`src/rtl/lane_scrambler58.sv`:
```
module lane_scrambler58 #(
  parameter int W      = 64,
  parameter int SL     = 58,
  parameter int TAP    = 39,
  parameter int SEED_W = 15,
  parameter logic [SEED_W-1:0] SEED = 15'h5A3C,
  parameter bit TX_EN  = 1'b1,
  parameter bit RX_EN  = 1'b1,
  parameter bit ERR_EN = 1'b1
) (
  input  logic         clk,
  input  logic         rst_n,
  input  logic         mode_selfsync,
  input  logic         seed_load,
  input  logic         tx_valid,
  input  logic         tx_check,
  input  logic [W-1:0] tx_data,
  output logic         tx_out_valid,
  output logic [W-1:0] tx_out_data,
  input  logic         rx_valid,
  input  logic         rx_check,
  input  logic [W-1:0] rx_data,
  output logic         rx_out_valid,
  output logic [W-1:0] rx_out_data,
  output logic         rx_err
);

  localparam logic [SL-1:0] SEED_EXT = {{(SL-SEED_W){1'b0}}, SEED};

  logic [SL-1:0] tx_st, rx_st, tx_nxt, rx_nxt;
  logic [W-1:0]  tx_scr, rx_dsc, tx_word, rx_word, tx_chk;
  logic          rx_mis;

  always_comb begin
    logic [SL-1:0] t;
    logic fb;
    t = tx_st;
    tx_scr = '0;
    for (int i = 0; i < W; i++) begin
      fb = t[TAP-1] ^ t[SL-1];
      tx_scr[i] = tx_data[i] ^ fb;
      t = {t[SL-2:0], mode_selfsync ? tx_scr[i] : fb};
    end
    tx_nxt = t;
  end

  always_comb begin
    logic [SL-1:0] r;
    logic fb;
    r = rx_st;
    rx_dsc = '0;
    for (int i = 0; i < W; i++) begin
      fb = r[TAP-1] ^ r[SL-1];
      rx_dsc[i] = rx_data[i] ^ fb;
      r = {r[SL-2:0], mode_selfsync ? rx_data[i] : fb};
    end
    rx_nxt = r;
  end

  always_comb begin
    tx_chk = '0;
    tx_chk[SL-1:0] = tx_st;
  end

  assign tx_word = !TX_EN ? tx_data : (!mode_selfsync && tx_check) ? tx_chk : tx_scr;
  assign rx_word = (!RX_EN || (!mode_selfsync && rx_check)) ? rx_data : rx_dsc;
  assign rx_mis  = ERR_EN && !mode_selfsync && rx_check && (rx_data[SL-1:0] != rx_st);

  always_ff @(posedge clk or negedge rst_n) begin
    if (!rst_n) begin
      tx_st        <= SEED_EXT;
      rx_st        <= SEED_EXT;
      tx_out_valid <= 1'b0;
      rx_out_valid <= 1'b0;
      tx_out_data  <= '0;
      rx_out_data  <= '0;
      rx_err       <= 1'b0;
    end else begin
      if (seed_load) begin
        tx_st <= SEED_EXT;
        rx_st <= SEED_EXT;
      end else begin
        if (tx_valid) tx_st <= tx_nxt;
        if (rx_valid) rx_st <= rx_nxt;
      end
      tx_out_valid <= tx_valid;
      rx_out_valid <= rx_valid;
      if (tx_valid) tx_out_data <= tx_word;
      if (rx_valid) rx_out_data <= rx_word;
      rx_err <= rx_valid && rx_mis;
    end
  end

  a_r7_tx_latency: assert property (@(posedge clk) disable iff (!rst_n)
    tx_out_valid == $past(tx_valid));
  a_r7_rx_latency: assert property (@(posedge clk) disable iff (!rst_n)
    rx_out_valid == $past(rx_valid));
  a_r6_err_with_word: assert property (@(posedge clk) disable iff (!rst_n)
    rx_err |-> rx_out_valid);
  a_r6_no_err_selfsync: assert property (@(posedge clk) disable iff (!rst_n)
    (mode_selfsync && $past(mode_selfsync)) |-> !rx_err);
  a_r8_tx_hold: assert property (@(posedge clk) disable iff (!rst_n)
    (!tx_valid && !seed_load) |=> $stable(tx_st));
  a_r8_rx_hold: assert property (@(posedge clk) disable iff (!rst_n)
    (!rx_valid && !seed_load) |=> $stable(rx_st));
  a_r3_seed_load: assert property (@(posedge clk) disable iff (!rst_n)
    seed_load |=> (tx_st == SEED_EXT && rx_st == SEED_EXT));

  generate
    if (!TX_EN) begin : g_txbyp
      a_r9_tx_bypass: assert property (@(posedge clk) disable iff (!rst_n)
        tx_out_valid |-> tx_out_data == $past(tx_data));
    end
    if (!RX_EN) begin : g_rxbyp
      a_r9_rx_bypass: assert property (@(posedge clk) disable iff (!rst_n)
        rx_out_valid |-> rx_out_data == $past(rx_data));
    end
  endgenerate

endmodule

```
`config.mk`:
```
export PLATFORM = sky130hd
export DESIGN_NAME = lane_scrambler58
export DESIGN_NICKNAME = d
export VERILOG_FILES = /design/src/rtl/lane_scrambler58.sv
export SDC_FILE = /design/constraint.sdc
export NUM_CORES = 1
export LEC_CHECK = 0
export ABC_CLOCK_PERIOD_IN_PS = 2040
export BUFFER_PORTS_ARGS = -buffer_cell sky130_fd_sc_hd__clkbuf_2
export CAP_MARGIN = 40
export CORE_AREA = 4 4 198 200
export CTS_BUF_LIST = sky130_fd_sc_hd__clkbuf_8 sky130_fd_sc_hd__clkbuf_16
export CTS_CLUSTER_DIAMETER = 40
export DETAILED_ROUTE_END_ITERATION = 10
export DIE_AREA = 0 0 202 204
export HOLD_SLACK_MARGIN = 0.08
export MAX_ROUTING_LAYER = met4
export SETUP_SLACK_MARGIN = 0.3
export SYNTH_ARGS = -nofsm -noshare
export SYNTH_HDL_FRONTEND = slang
export SYNTH_SLANG_ARGS = --single-unit
```
`constraint.sdc`:
```
create_clock -name clk -period 2.04 [get_ports clk]
set_input_delay 0.306 -clock clk [delete_from_list [all_inputs] [get_ports clk]]
set_output_delay 0.306 -clock clk [all_outputs]
set_load 0.02 [all_outputs]
```
# [Yosys cells after proc, flatten, opt, wreduce, memory -nomap -nowiden]
# Cells that the tools add are included.
[classes] add_sub_neg=0 n_shift=0 order_cmp=0 muxes=134 n_eq_ne=1 n_div=0 n_reduce_logical=7 bitwise=256 n_mul=0
[op_table] op="bitwise XOR 1 bit" count=256
[op_table] op="two-way mux 58 bit" count=4
[op_table] op="two-way mux 1 bit" count=128
[op_table] op="two-way mux 64 bit" count=2
[op_table] op="!= test 58 bit" count=1
[op_table] op="logical AND 1 bit" count=4
[op_table] op="nonzero test 2 bit" count=2
[op_table] op="zero test 1 bit" count=1
[totals] word_cells=405 mem_bits_rw=0 latch_bits=0 input_bits=136 rom_bits=0 register_bits=247 out_inout_bits=131 n_memories=0

# [Longest topological paths before layout]
[logic_depth] word_depth=8 ltp_mapped=9 mapped_depth_nobuf=5

# [Worst setup path after synthesis]
# OpenSTA, ideal clock, no wires.
[synth_path] kind="input port to flip-flop" start="input mode_selfsync" end="register rx_out_data[57]" path_stages=7 setup_time_ns=0.082 t_required_ns=1.958 setup_slack_ns=0.377 path_buffers=2 arrival_time_ns=1.581 cell_sequence="buf_2 > inv_2 > buf_4 > mux2i_1 > xor2_1 > or3_1 > a31oi_1"
[synth_via] elab_chain_len=4 elab_cells_between_ends=6 cone_classes="mux (2); bitwise (2); reduce/logical (2)"
[synth_lines] item="start, declared" line_no="13" rtl="input logic mode_selfsync,"
[synth_lines] item="two-way mux 1 bit" line_no="55" rtl="r = {r[SL-2:0], mode_selfsync ? rx_data[i] : fb};"
[synth_lines] item="bitwise XOR 1 bit" line_no="53" rtl="fb = r[TAP-1] ^ r[SL-1];"
[synth_lines] item="bitwise XOR 1 bit" line_no="54" rtl="rx_dsc[i] = rx_data[i] ^ fb;"
[synth_lines] item="two-way mux 64 bit *" line_no="66" rtl="assign rx_word = (!RX_EN || (!mode_selfsync && rx_check)) ? rx_data : rx_dsc;"
[synth_lines] item="end signal, assigned" line_no="89" rtl="if (rx_valid) rx_out_data <= rx_word;"
[synth_lines] item="end, declared" line_no="24" rtl="output logic [W-1:0] rx_out_data,"
# Mark *: on every way between the ends. The rest lies on a longest branch, timed or not.
# A chain may end at the register's enable or synchronous reset.

# [Final worst setup path]
[layout_path] start="register tx_st[42]" end="register tx_out_data[54]"
[layout_via] elab_chain_len=6
[layout_lines] item="start, declared" line_no="30" rtl="logic [SL-1:0] tx_st, rx_st, tx_nxt, rx_nxt;"
[layout_lines] item="start signal, assigned" line_no="83" rtl="if (tx_valid) tx_st <= tx_nxt;"
[layout_lines] item="bitwise XOR 1 bit *" line_no="40" rtl="fb = t[TAP-1] ^ t[SL-1];"
[layout_lines] item="bitwise XOR 1 bit" line_no="41" rtl="tx_scr[i] = tx_data[i] ^ fb;"
[layout_lines] item="two-way mux 1 bit *" line_no="42" rtl="t = {t[SL-2:0], mode_selfsync ? tx_scr[i] : fb};"
[layout_lines] item="bitwise XOR 1 bit *" line_no="40"
[layout_lines] item="bitwise XOR 1 bit *" line_no="41"
[layout_lines] item="two-way mux 64 bit *" line_no="65" rtl="assign tx_word = !TX_EN ? tx_data : (!mode_selfsync && tx_check) ? tx_chk : tx_scr;"
[layout_lines] item="end signal, assigned" line_no="88" rtl="if (tx_valid) tx_out_data <= tx_word;"
[layout_lines] item="end, declared" line_no="19" rtl="output logic [W-1:0] tx_out_data,"
# Marks and branches as above.

==> impl_metrics.env <==
export IMPL_status="completed"
export IMPL_cts_max_level=2
export IMPL_powerDensity_mw_per_mm2=1200
export IMPL_min_period_ns=1.78
export IMPL_core_area_mm2=0.0374
export IMPL_fin_crit_sh_pct=87.4
export IMPL_clk_pin_slew_ns=0.05
export IMPL_setup_worst_path_start_class="register"
export IMPL_max_freq_mhz=561
export IMPL_critPathLaunch="tx_st[42]$_DFFE_PN0P_"
export IMPL_clkPwrFrac_pct=34.1
export IMPL_hpwl_mm=39.5
export IMPL_ir_drop_uv=756
export IMPL_synth_top_area_cell="dfrtp_1"
export IMPL_ys_seq_elements=247
export IMPL_grt_pass1_vias=13195
export IMPL_ios=267
export IMPL_firstDrtPassIters=7
export IMPL_yosysTopAreaCellShare_pct=38.8
export IMPL_synth_cell_types=43
export IMPL_hp_class="input port to register"
export IMPL_r2r_start="tx_st[42]$_DFFE_PN0P_"
export IMPL_die_x_um=202
export IMPL_p_total_uw=23500
export IMPL_pwr_share_seq_pct=30.6
export IMPL_finalMaxSlewViolations=0
export IMPL_leakage_uw=0.00897
export IMPL_wl_per_cell_um=21.3
export IMPL_synthTopCellsByArea="dfrtp_1 39%, xnor2_1 13%, xor2_1 8.6%, nor2_1 6.5%, mux2i_1 5.5%"
export IMPL_cts_tree="yes"
export IMPL_syn_area_per_cell_um2=9.14
export IMPL_drc=0
export IMPL_clock_path_buffers=3
export IMPL_syn_nets=1765
export IMPL_p_comb_share_pct=35.2
export IMPL_synth_edf_count=0
export IMPL_grt_usage_pct=26.1
export IMPL_swShare_pct=36.4
export IMPL_place_ws_ns=0.119
export IMPL_floorplan_die_height_um=204
export IMPL_cp_max_fo=2
export IMPL_dieArea_mm2=0.0412
export IMPL_drive_above_1_share_pct=25.9
export IMPL_worstSetupEndpointType="register"
export IMPL_cts_sinks=247
export IMPL_worstPathArrival_ns=2.27
export IMPL_via_per_inst=5.21
export IMPL_grt_pass1_wl_mm=80.8
export IMPL_dp_cells=2365
export IMPL_routed_wl_mm=53.3
export IMPL_vias=13053
export IMPL_tightest_slew_ns=0.585
export IMPL_io_buffers=266
export IMPL_fillCellCount=3490
export IMPL_initial_core_util_pct=39.8
export IMPL_hold_viol_final=0
export IMPL_required_ns=2.52
export IMPL_crit_type="register to register"
export IMPL_clk_latency_ns=0.57
export IMPL_finClkSkew_ns=0.0241
export IMPL_netlist_area_mm2=0.0149
export IMPL_detail_route_antenna_nets=0
export IMPL_syn_inst=1629
export IMPL_finalNonFillerCells=2505
export IMPL_fin_nets=2094
export IMPL_area_growth_pct=31.5
export IMPL_grt_antenna_before_repair=1
export IMPL_synth_flop_cell="dfrtp_1"
export IMPL_grt_max_degree=93
export IMPL_rows=71
export IMPL_drtIter0Drc=886
export IMPL_relSlewSlack_pct=61.0
export IMPL_seq_area_frac_synth_pct=41.6
export IMPL_yosysWarnings=0
export IMPL_clock_tree_root_cell="clkbuf_16"
export IMPL_setup_viol=0
export IMPL_async_flop_share_pct=100
export IMPL_drv_cap=0
export IMPL_rsz0062_at_grt="true"
export IMPL_worstHoldStart="rx_data[53]"
export IMPL_internal_power_uw=15000
export IMPL_setup_ws_ns=0.257
export IMPL_setup_tns_ns=0
export IMPL_switchingPower_uw=8550
export IMPL_gp_congestion=0.959
export IMPL_cts_buffers=45
export IMPL_grt_overflow=0
## metal layers
layer	up-vias	share of wire, %	global-route usage, %
met3	141	5.3	3.65
met1	6353	41	32.2
met2	484	49	43.0
met4	0	4.8	11.4
met5	-	0	-
li1	6075	-	-
## final timing paths
path,endpoint,slack [ns],cells after the start
min,rx_out_data[53]$_DFFE_PN0P_,0.10,3
max reg2reg,tx_out_data[54]$_DFFE_PN0P_,0.26,7
min in group asynchronous,rx_st[15]$_DFFE_PN0P_,0.29,2
max,tx_out_data[54]$_DFFE_PN0P_,0.26,7
max in group asynchronous,tx_st[14]$_DFFE_PN1P_,1.03,3
min reg2reg,rx_out_data[61]$_DFFE_PN0P_,0.50,1
## cell usage after synthesis (4+ instances only)
master      n
a31oi_1    51
o211ai_1    6
o22ai_1    10
clkbuf_1   79
xnor2_2     7
dfstp_2    16
nor3_1      6
dfrtp_1   231
nor2b_1    20
o21ba_1     8
o21ai_0    23
or3_1      13
xor3_1     10
o31ai_1     6
mux2i_1    82
a211o_1     4
buf_2      21
nand3_1     5
a21oi_1   118
xnor2_1   221
nor2_1    257
or2_1       4
mux2_2     12
inv_1       6
buf_1       7
xor2_1    146
nand2b_1    5
nand2_1   172
a22oi_1     4
o21ai_1    41
or4b_1      4
nor4_1      7
nand4_1    14
## placed cells by master, fill, tap and decap left out, types with 5 or more instances in the layout
cell type	synthesis	layout
a21oi_1	118	118
a31oi_1	51	51
buf_12	0	17
buf_4	2	71
bufinv_16	0	8
clkbuf_16	0	45
clkbuf_2	1	261
clkinv_4	0	5
dfrtp_1	231	223
dfrtp_2	0	8
dfstp_2	16	16
dlygate4sd3_1	0	41
inv_1	6	12
inv_6	0	7
mux2_2	12	12
mux2i_1	82	76
mux2i_2	0	6
nand2_1	172	172
nand2b_1	5	5
nand3_1	5	5
nand4_1	14	14
nor2_1	257	257
nor2b_1	20	18
nor3_1	6	6
nor4_1	7	5
o211ai_1	6	6
o21ai_0	23	23
o21ai_1	41	41
o21ba_1	8	8
o22ai_1	10	10
or3_1	13	13
xnor2_1	221	205
xnor2_2	7	22
xor2_1	146	134
xor2_2	0	12
xor3_1	10	8
## registers in the layout (all words and copies together), names as in the netlist
signal	cells
tx_out_data	64
rx_st	58
rx_out_data	64
tx_st	58
rx_err	1
rx_out_valid	1
tx_out_valid	1
## what timing repair did
action / CTS / global route
setup buffers: 2 / 14
endpoints found under the setup margin: 7 / 40
hold buffers: 41 / 0
hold endpoints to repair: 90 / 0
gates resized for setup: 5 / 45
pin swaps: 2 / 16
## logic make-up (layout without fill, tap and decap cells)
| group | after synthesis | after routing | share of synthesized area (%) |
|---|---|---|---|
| flip-flops | 247 | 247 | 41.6 |
| XOR/XNOR | 384 | 384 | 23.9 |
| AND/OR/NAND/NOR | 509 | 509 | 14.2 |
| buffers and inverters | 119 | 483 | 3.28 |
| other | 0 | 1 | 0 |
| AO/OA/AOI/OAI | 276 | 276 | 10.5 |
| multiplexers | 94 | 94 | 6.42 |
## critical path, cell delays in order, from the launching register on
cell and delay [ns]:
dfrtp_1 0.40, xnor2_2 0.14, buf_4 0.14, xor2_1 0.16, buf_4 0.15, xnor2_2 0.13
or4b_1 0.51, nand3_1 0.09
## through the flow
step	hold WS, ns	utilization [%]	cell area [um^2]
after global routing	0.104	52.4	19600
after detailed placement	0.303	45.9	17200
after floorplan	0.0104	-	14900
after global placement	0.301	45.9	17200
final	0.102	52.4	19600
after CTS	0.0815	51.4	19200
## area by class of cell
class                      count  area (um^2)  area share [%]
antenna                        1         2.50          0.0128
clock inverter                34          424            2.17
sequential                   247         6210            31.7
timing repair buffer         393         2630            13.4
clock buffer                  48         1170            5.96
tap                          511          639            3.26
inverter                       8         30.0           0.153
multi-input combinational   1263         8490            43.3
## power groups by stage
stage	registers (uW)	logic (uW)	clock network, uW
finish	7200	8280	8020
CTS	7150	8040	8140
global route	7300	8960	8350
detailed placement	7200	7910	0
floorplan	7580	4600	0
global placement	7210	7840	0
Power figures use the tool's default switching activity.
